$ cat src/rtl/uart_reg_pkg.sv
package uart_reg_pkg;
  localparam int BYTE_W = 8;

  typedef enum logic [2:0] {
    OFF_DATA = 3'd0,
    OFF_IER  = 3'd1,
    OFF_IIR  = 3'd2,
    OFF_LCR  = 3'd3,
    OFF_MCR  = 3'd4,
    OFF_LSR  = 3'd5,
    OFF_MSR  = 3'd6,
    OFF_SCR  = 3'd7
  } reg_off_e;

  localparam logic [2:0] ID_RLS  = 3'b011;
  localparam logic [2:0] ID_RDA  = 3'b010;
  localparam logic [2:0] ID_THRE = 3'b001;
  localparam logic [2:0] ID_MS   = 3'b000;
endpackage

$ cat src/rtl/uart_byte_queue.sv
module uart_byte_queue #(
  parameter int DEPTH = 16,
  parameter int W     = 8
) (
  input  logic         clk_i,
  input  logic         rst_ni,
  input  logic         flush_i,
  input  logic         single_i,
  input  logic         push_i,
  input  logic [W-1:0] din_i,
  input  logic         pop_i,
  output logic [W-1:0] dout_o,
  output logic         empty_o,
  output logic         full_o
);
  localparam int AW = (DEPTH > 1) ? $clog2(DEPTH) : 1;
  localparam int CW = AW + 1;

  logic [W-1:0]  mem [DEPTH];
  logic [AW-1:0] wp, rp;
  logic [CW-1:0] cnt;
  logic          push_ok, pop_ok;

  assign empty_o = (cnt == '0);
  assign full_o  = single_i ? !empty_o : (cnt == CW'(DEPTH));
  assign push_ok = push_i && !full_o;
  assign pop_ok  = pop_i && !empty_o;
  assign dout_o  = mem[rp];

  function automatic logic [AW-1:0] bump(input logic [AW-1:0] p);
    return (p == AW'(DEPTH - 1)) ? '0 : p + 1'b1;
  endfunction

  always_ff @(posedge clk_i) begin
    if (push_ok) mem[wp] <= din_i;
  end

  always_ff @(posedge clk_i or negedge rst_ni) begin
    if (!rst_ni) begin
      wp  <= '0;
      rp  <= '0;
      cnt <= '0;
    end else if (flush_i) begin
      wp  <= '0;
      rp  <= '0;
      cnt <= '0;
    end else begin
      if (push_ok) wp <= bump(wp);
      if (pop_ok)  rp <= bump(rp);
      case ({push_ok, pop_ok})
        2'b10:   cnt <= cnt + 1'b1;
        2'b01:   cnt <= cnt - 1'b1;
        default: cnt <= cnt;
      endcase
    end
  end
endmodule

$ cat src/rtl/uart_irq_prio.sv
module uart_irq_prio
  import uart_reg_pkg::*;
(
  input  logic [3:0] ier_i,
  input  logic       rls_i,
  input  logic       rda_i,
  input  logic       thre_i,
  input  logic       ms_i,
  input  logic       qmode_i,
  output logic [7:0] iir_o,
  output logic       irq_o
);
  logic [2:0] id;
  logic       pend;

  always_comb begin
    pend = 1'b1;
    id   = ID_MS;
    if (ier_i[2] && rls_i)       id = ID_RLS;
    else if (ier_i[0] && rda_i)  id = ID_RDA;
    else if (ier_i[1] && thre_i) id = ID_THRE;
    else if (ier_i[3] && ms_i)   id = ID_MS;
    else                         pend = 1'b0;
  end

  assign iir_o = {{2{qmode_i}}, 2'b00, pend ? id : 3'b000, !pend};
  assign irq_o = pend;
endmodule

$ cat src/rtl/uart_host_regs.sv
module uart_host_regs
  import uart_reg_pkg::*;
#(
  parameter int DEPTH = 16
) (
  input  logic              clk_i,
  input  logic              rst_ni,
  input  logic [2:0]        addr_i,
  input  logic              wr_i,
  input  logic              rd_i,
  input  logic [BYTE_W-1:0] wdata_i,
  output logic [BYTE_W-1:0] rdata_o,
  output logic              irq_o,
  output logic [BYTE_W-1:0] lcr_o,
  output logic [15:0]       div_o,
  output logic [4:0]        mcr_o,
  output logic [BYTE_W-1:0] tx_data_o,
  output logic              tx_valid_o,
  input  logic              tx_ready_i,
  input  logic [BYTE_W-1:0] rx_data_i,
  input  logic              rx_valid_i,
  input  logic              rx_ferr_i,
  input  logic [3:0]        modem_i
);
  logic [3:0]        ier;
  logic [BYTE_W-1:0] lcr, scr, div_lo, div_hi;
  logic [4:0]        mcr;
  logic              qmode, ovr, ferr, thre_pend, tx_empty_q;
  logic [3:0]        ms_delta, ms_prev;
  logic              bank;
  logic [7:0]        iir, lsr, msr;

  logic rx_empty, rx_full, tx_empty, tx_full;
  logic [BYTE_W-1:0] rx_head;

  assign bank = lcr[7];

  // decoded strobes
  logic wr_thr, wr_ier, wr_dll, wr_dlm, wr_fcr;
  logic rd_rbr, rd_iir, rd_lsr, rd_msr;
  logic flush_rx, flush_tx, mode_chg;

  assign wr_thr = wr_i && addr_i == OFF_DATA && !bank;
  assign wr_dll = wr_i && addr_i == OFF_DATA &&  bank;
  assign wr_ier = wr_i && addr_i == OFF_IER  && !bank;
  assign wr_dlm = wr_i && addr_i == OFF_IER  &&  bank;
  assign wr_fcr = wr_i && addr_i == OFF_IIR;
  assign rd_rbr = rd_i && addr_i == OFF_DATA && !bank;
  assign rd_iir = rd_i && addr_i == OFF_IIR;
  assign rd_lsr = rd_i && addr_i == OFF_LSR;
  assign rd_msr = rd_i && addr_i == OFF_MSR;

  assign mode_chg = wr_fcr && (wdata_i[0] != qmode);
  assign flush_rx = wr_fcr && (wdata_i[1] || mode_chg);
  assign flush_tx = wr_fcr && (wdata_i[2] || mode_chg);

  uart_byte_queue #(.DEPTH(DEPTH), .W(BYTE_W)) u_rxq (
    .clk_i, .rst_ni,
    .flush_i (flush_rx),
    .single_i(!qmode),
    .push_i  (rx_valid_i),
    .din_i   (rx_data_i),
    .pop_i   (rd_rbr),
    .dout_o  (rx_head),
    .empty_o (rx_empty),
    .full_o  (rx_full)
  );

  uart_byte_queue #(.DEPTH(DEPTH), .W(BYTE_W)) u_txq (
    .clk_i, .rst_ni,
    .flush_i (flush_tx),
    .single_i(!qmode),
    .push_i  (wr_thr),
    .din_i   (wdata_i),
    .pop_i   (tx_ready_i),
    .dout_o  (tx_data_o),
    .empty_o (tx_empty),
    .full_o  (tx_full)
  );

  assign tx_valid_o = !tx_empty;

  uart_irq_prio u_prio (
    .ier_i  (ier),
    .rls_i  (ovr || ferr),
    .rda_i  (!rx_empty),
    .thre_i (thre_pend),
    .ms_i   (|ms_delta),
    .qmode_i(qmode),
    .iir_o  (iir),
    .irq_o  (irq_o)
  );

  assign lsr = {2'b00, tx_empty, 1'b0, ferr, 1'b0, ovr, !rx_empty};
  assign msr = {modem_i, ms_delta};

  always_ff @(posedge clk_i or negedge rst_ni) begin
    if (!rst_ni) begin
      ier        <= '0;
      lcr        <= '0;
      mcr        <= '0;
      scr        <= '0;
      div_lo     <= '0;
      div_hi     <= '0;
      qmode      <= 1'b0;
      ovr        <= 1'b0;
      ferr       <= 1'b0;
      ms_delta   <= '0;
      ms_prev    <= '0;
      thre_pend  <= 1'b0;
      tx_empty_q <= 1'b1;
    end else begin
      if (wr_ier) ier <= wdata_i[3:0];
      if (wr_dll) div_lo <= wdata_i;
      if (wr_dlm) div_hi <= wdata_i;
      if (wr_fcr) qmode <= wdata_i[0];
      if (wr_i && addr_i == OFF_LCR) lcr <= wdata_i;
      if (wr_i && addr_i == OFF_MCR) mcr <= wdata_i[4:0];
      if (wr_i && addr_i == OFF_SCR) scr <= wdata_i;

      // new events win over the clearing read
      ovr  <= (ovr  && !rd_lsr) || (rx_valid_i && rx_full && !flush_rx);
      ferr <= (ferr && !rd_lsr) || (rx_valid_i && !rx_full && rx_ferr_i && !flush_rx);

      ms_prev  <= modem_i;
      ms_delta <= (rd_msr ? 4'b0 : ms_delta) | (modem_i ^ ms_prev);

      tx_empty_q <= tx_empty;
      if (wr_thr)
        thre_pend <= 1'b0;
      else if (tx_empty && !tx_empty_q)
        thre_pend <= 1'b1;
      else if (wr_ier && wdata_i[1] && !ier[1] && tx_empty)
        thre_pend <= 1'b1;
      else if (rd_iir && iir[3:0] == {ID_THRE, 1'b0})
        thre_pend <= 1'b0;
    end
  end

  always_comb begin
    unique case (addr_i)
      OFF_DATA: rdata_o = bank ? div_lo : rx_head;
      OFF_IER:  rdata_o = bank ? div_hi : {4'b0, ier};
      OFF_IIR:  rdata_o = iir;
      OFF_LCR:  rdata_o = lcr;
      OFF_MCR:  rdata_o = {3'b0, mcr};
      OFF_LSR:  rdata_o = lsr;
      OFF_MSR:  rdata_o = msr;
      default:  rdata_o = scr;
    endcase
  end

  assign lcr_o = lcr;
  assign div_o = {div_hi, div_lo};
  assign mcr_o = mcr;
endmodule

$ cat config.mk
export PLATFORM = sky130hd
export DESIGN_NAME = uart_host_regs
export DESIGN_NICKNAME = d
export VERILOG_FILES = /design/src/rtl/uart_reg_pkg.sv /design/src/rtl/uart_byte_queue.sv /design/src/rtl/uart_irq_prio.sv /design/src/rtl/uart_host_regs.sv
export SDC_FILE = /design/constraint.sdc
export NUM_CORES = 1
export LEC_CHECK = 0
export CORE_MARGIN = 5
export CORE_UTILIZATION = 55
export CTS_CLUSTER_SIZE = 10
export DETAILED_ROUTE_END_ITERATION = 8
export PLACE_DENSITY = 0.74
export SYNTH_ARGS = -nofsm -noshare
export SYNTH_HDL_FRONTEND = slang
export SYNTH_SLANG_ARGS = --single-unit
$ cat constraint.sdc
create_clock -name clk_i -period 9.1 [get_ports clk_i]
set_input_delay 1.82 -clock clk_i [delete_from_list [all_inputs] [get_ports clk_i]]
set_output_delay 1.82 -clock clk_i [all_outputs]
set_load 0.1 [all_outputs]
==> summary.txt, run 1 <==
Fill cells = 1882
Max Clock Skew = 22.69 ps
Worst Path Buf+Inv = 2
Area delta synth->final = 15.00%
Synthesized flop and latch total = 336
CP endpoint kind = output port
Clk Latency, worst-skew pair = 530 ps
Async set-reset flop share out of synthesis = 23.81%
Grt ovf = 0
Fin. Hold Viols = 0
Post-DRT Antenna Nets = 0
CP Max Fanout = 30
Ports = 77
Top layer reached by signal wires = met4
Status = finished, final reports clean
Worst slew pin tran = 1289 ps
Largest family of logic cells by synthesized area = multiplexers
Wire length on met3 = 1802 um
Wire length on met2 = 16120 um
Root buffer cell = clkbuf_16
Placer Congestion = 0.8934
Post-synth cell types = 78
Slew Viols, Final = 0
Tcrit/Tclk final = 80.78%
Slowest Stage Delay on Critical Path = 1200 ps
Row count = 59
Nets = 1058
Die Height = 172.4 um
CTS tree = built
FF/Latch Area = 9694 sq um
Top delay family on crit path = buffers and inverters
Most used DFF post-synth = edfxtp_1
Setup tns final = 0 ps
Complex-gate fraction of the synthesized area = 7.970%
Worst r2r path cells = 9
Most common cell after layout, fill and taps aside = edfxtp_1
Final Core Density = 64.19%
# resized after CTS = 0
Adder-cell share of the synthesized area = 1.208%
PwrDens = 305.6 nW/um^2
Worst Setup SP = addr_i[2]
Syn. warnings = 0
CTS Sinks = 336
Syn_nets = 976
Mapped cell area = 14510 sq um
Number of synthesized flops with an enable pin = 256
Simple-gate share of the synthesized area = 7.660%
Clock slew at reported path FFs = 50 ps
Slowest-stage cell, CP = clkdlybuf4s50_1
F_max = 136.0 MHz
Final Setup Violations = 0
Drt drc = 0
HPWL Detailed = 21060 um
Crit-path cells = clkdlybuf4s50_1 > nor3_1 > o21ai_0 > a21oi_1 > clkdlybuf4s50_1
Chip width = 172.4 um
Vias in the first global route = 8689
DR WL/cell = 23.91 um
Hold Path Class = register to register
Antenna violations before repair = 0
Area of the multi-input gates = 4523 sq um
MaxCap Viol Count = 0
DRT met1 WL = 13840 um
TritonCTS buffer count = 40
Tot GR Track Use = 22.66%
Hold depth = 2
# diodes = 0
Initial DRT Pass Iterations = 5
Drt initial violations = 743
XOR/XNOR Fraction of Synth Area = 0.7850%
RSZ-0062 raised after global routing = no
Die area = 29720 sq um
Synthesized instance count = 932
Crit path top cell by count = clkdlybuf4s50_1
CP Class = input pin to output port
Core area = 25980 sq um
Vias per Instance = 6.260
Hold slack = 487.0 ps
RR Startpoint = u_txq.cnt[1]
Leakage power = 0.005804 uW
First-pass GRT wire length = 51390 um
Worst vdd ir = 0.2760 mV
Initial core utilization = 55.82%
Mux share of post-synthesis cell area = 13.56%
Crit path launch type = input pin
Routed vias = 8551
Pin count of the biggest net entering global routing = 70
H-tree depth = 2
WL final = 32660 um
Max clock buf depth = 3
Register area share after synthesis = 66.81%
Hold-fix buffers, CTS = 0
Mean Syn Cell Area = 15.56 sq um
Commonest cells after routing, fill and taps aside = edfxtp_1 (256), dfrtp_1 (76), clkdlybuf4s50_1 (75)
Crit. path cell count = 5
Worst EP required = 7280 ps
Minimum clock period = 7351 ps
Slew headroom = 13.88%
PortBufs = 76
Crit path DAT = 5530 ps
Layout cell share with drive strength beyond 1 = 16.39%
Hold path start = ms_prev[2]
Setup Fix Bufs, Post-CTS = 0
## final timing paths
| path | to | slack [ps] |
|---|---|---|
| max in group asynchronous | u_txq.rp[0] | 6770 |
| worst max-delay path | rdata_o[5] | 1750 |
| worst max register to register | u_txq.cnt[4] | 5480 |
| worst min-delay path | ms_delta[2] | 490 |
| min in group asynchronous | u_rxq.cnt[1] | 1120 |
| worst min register to register | ms_delta[2] | 490 |
## kinds of logic after synthesis
logic type | count (synthesis)
buffers and inverters | 64
xor gates and xnor gates | 13
adders and majority gates | 14
DFF | 336
AOI/OAI and AO/OA | 159
and+or+nand+nor | 210
muxes | 136
## synth_stat cells (all sizes together), types with 19 or more instances
cell    number  area (sq um)
a221oi      20         181.4
edfxtp     256          7687
dfrtp       79          1977
nor3        21         115.1
nand2       47         176.4
mux4        43         968.4
a21oi       19         95.09
clkbuf      32         120.1
buf         21         130.1
mux2        44         495.5
mux2i       49         503.0
o21ai       41         205.2
nor2        46         172.7
## area by class of cell
type / instances / area share (%)
clock buffers: 55 / 6.338
clock inverters: 4 / 0.3600
inverters: 11 / 0.2475
multi-input cells: 532 / 27.12
flip-flops and latches: 336 / 58.12
well taps: 335 / 2.513
repair buffers: 93 / 5.311
## metrics by stage
stage	power (uW)	cells	setup WS (ps)	area, sq um
3_5_place_dp	3727	1307	1897	15560
4_1_cts	5136	1366	1883	16680
6_report	5097	1366	1749	16680
2_1_floorplan	3279	932	2472	14510
3_3_place_gp	3710	1307	1970	15560
5_1_grt	5331	1366	1592	16680
## report_power, final
| part | total (uW) | leakage [uW] | internal (uW) | switching (uW) |
|---|---|---|---|---|
| sequential | 1970 | 0.00327 | 1790 | 179 |
| combinational | 1720 | 0.00200 | 580 | 1140 |
| clock | 1400 | 0.000540 | 830 | 570 |
## state kept, by name (all words and copies together), names as in the netlist, 8 cells and up
signal,count
div_hi,8
u_rxq.mem,128
u_txq.mem,128
div_lo,8
lcr_o,8
scr,8
## worst min-delay path, cell delays in order (launching register included)
cell	delay (ps)
dfrtp_1	340
xnor2_1	70
nand2_1	50
## layer usage
metal | up-vias | GRT usage, %
li1 | 3832 | -
met1 | 4360 | 31.64
met2 | 289 | 37.15
met3 | 70 | 3.704
met4 | 0 | 6.869
met5 | - | 0
(Power assumes the default switching activity.)
==> inputs of run 2 (changes only) <==
- clock period: 9.1 -> 6.9 ns (I/O delays scaled with it)
==> summary.txt, run 2 (synthesis results as in run 1) <==
F_max = 181.3 MHz
Antenna violations before repair = 0 (unchanged)
Hold depth = 2 (unchanged)
Crit path launch type = input pin
Placer Congestion = 0.9374 (+4.9%)
Root buffer cell = clkbuf_16
Drt initial violations = 850 (+14%)
CP Max Fanout = 30 (unchanged)
CP endpoint kind = output port
Die Height = 172.4 um (unchanged)
Ports = 77 (unchanged)
Status = finished, final reports clean
# resized after CTS = 0 (unchanged)
Setup Fix Bufs, Post-CTS = 0 (unchanged)
Nets = 1056 (-0.19%)
Worst r2r path cells = 9 (unchanged)
Max clock buf depth = 3 (unchanged)
Commonest cells after routing, fill and taps aside = edfxtp_1 (256), dfrtp_1 (76), clkdlybuf4s50_1 (67)
Crit-path cells = clkdlybuf4s50_1 > nor2b_1 > a211oi_1 > a31oi_1 > a2111oi_0 > nor2_1 > buf_4
Most common cell after layout, fill and taps aside = edfxtp_1
First-pass GRT wire length = 50320 um (-2.1%)
PortBufs = 76 (unchanged)
Final Setup Violations = 0 (unchanged)
WL final = 32450 um (-0.66%)
HPWL Detailed = 20850 um (-1.0%)
Max Clock Skew = 12.68 ps (-10.01 ps)
Routed vias = 8628 (+0.90%)
Final Non-Filler Cells = 1369 (+0.22%)
PwrDens = 401.8 nW/um^2 (+31%)
Tcrit/Tclk final = 79.95%
Worst EP required = 5520 ps (-1760 ps)
Area delta synth->final = 14.56%
Layout cell share with drive strength beyond 1 = 16.83% (+0.44 points)
Placed cells = 1306 (-0.077%)
Post-DRT Antenna Nets = 0 (unchanged)
Slew Viols, Final = 0 (unchanged)
Row count = 59 (unchanged)
Crit path DAT = 4140 ps (-1390 ps)
Initial DRT Pass Iterations = 5 (unchanged)
Minimum clock period = 5517 ps
Setup tns final = 0 ps (unchanged)
Tot GR Track Use = 22.24% (-0.42 points)
Leakage power = 0.005787 uW (-0.29%)
Hold-fix buffers, CTS = 0 (unchanged)
Core area = 25980 sq um (unchanged)
Slew headroom = 16.07% (+2.2 points)
Chip width = 172.4 um (unchanged)
# diodes = 0 (unchanged)
Hold path start = ms_prev[1]
Internal reg-to-reg setup slack = 3190 ps (-2290 ps)
Slowest Stage Delay on Critical Path = 1130 ps (-70 ps)
MaxCap Viol Count = 0 (unchanged)
Worst Path Buf+Inv = 2 (unchanged)
DR WL/cell = 23.70 um (-0.87%)
H-tree depth = 2 (unchanged)
Pin count of the biggest net entering global routing = 70 (unchanged)
Top delay family on crit path = buffers and inverters
Global-route met2 utilization = 37.53% (+0.37 points)
Biggest regs = u_rxq.mem (128), u_txq.mem (128)
RR Startpoint = u_txq.cnt[1]
Worst slew pin tran = 1256 ps (-32.70 ps)
Hold EP = ms_delta[1]
Vias in the first global route = 8535 (-1.8%)
Vias per Instance = 6.302 (+0.68%)
Met1 global-route usage = 30.62% (-1.0 points)
Clk Latency, worst-skew pair = 520 ps (about the same)
Fin. Hold Viols = 0 (unchanged)
RR Endpoint = u_txq.cnt[4]
Grt ovf = 0 (unchanged)
RSZ-0062 raised after global routing = no
Hold slack = 486.8 ps (-0.2540 ps)
Initial core utilization = 55.82% (unchanged)
CP Class = input pin to output port
Worst vdd ir = 0.3265 mV (+18%)
Hold Path Class = register to register
Grt met3 use = 3.224% (-0.48 points)
GRT Max-Usage Layer = met2
Die area = 29720 sq um (unchanged)
TritonCTS buffer count = 39 (-2.5%)
CTS Sinks = 336 (unchanged)
Drt drc = 0 (unchanged)
CTS tree = built
Slowest-stage cell, CP = clkdlybuf4s50_1
Clock slew at reported path FFs = 50 ps (about the same)
-- run 2: cell count changes in the layout (fill, tap and decap cells not counted) --
cell             previous run  this run
clkinv_2                    1         0
clkinv_8                    1         0
inv_6                       1         3
bufinv_16                   1         0
clkdlybuf4s50_1            75        67
clkbuf_1                   15        21
buf_4                      18        25
clkbuf_16                  40        39
-- run 2: power by group --
part | switching [uW] | leakage, uW | internal, uW | total [uW]
clock | 746 | 0.000519 | 1050 | 1790
combinational | 1480 | 0.00200 | 764 | 2250
sequential | 271 | 0.00327 | 2370 | 2640
total | 2500 | 0.00579 | 4170 | 6680
-- run 2: tightest hold or removal path, stage by stage, from the launching register on --
cell	delay, ps
dfrtp_1	330
xnor2_1	70
nand2_1	60
-- run 2: worst max-delay path by stage --
stage                     start           end  slack, ps  depth (start not counted)
floorplan             addr_i[0]    rdata_o[0]       1150                          6
global placement      addr_i[2]    rdata_o[4]       1530                          7
detailed placement    addr_i[2]    rdata_o[4]       1480                          7
CTS                 u_txq.rp[0]  tx_data_o[1]       1420                          6
global route        u_txq.rp[0]  tx_data_o[1]       1250                          6
finish                addr_i[2]    rdata_o[4]       1380                          7
-- run 2: area by class of cell --
cell class | count | area, sq um
well taps | 335 | 419.2
multi-input cells | 532 | 4523
fillers | 1857 | 9368
inverters | 11 | 41.29
clock inverters | 3 | 26.28
flip-flops and latches | 336 | 9694
repair buffers | 92 | 858.3
clock buffers | 60 | 1055
-- run 2: routing by layer --
metal / wire [um] / vias to the layer above
met2: 16300 / 330
met1: 13390 / 4396
li1: - / 3836
met4: 794 / 0
met3: 1959 / 66
met5: 0 / -
-- run 2: through the flow --
step	total power [uW]	cell area, sq um	util (%)	worst slack (ps)
3_3_place_gp	4875	15540	59.79	1534
6_report	6676	16620	63.95	1383
3_5_place_dp	4915	15540	59.79	1479
2_1_floorplan	4324	14510	-	1152
4_1_cts	6715	16620	63.95	1421
5_1_grt	6962	16620	63.95	1247
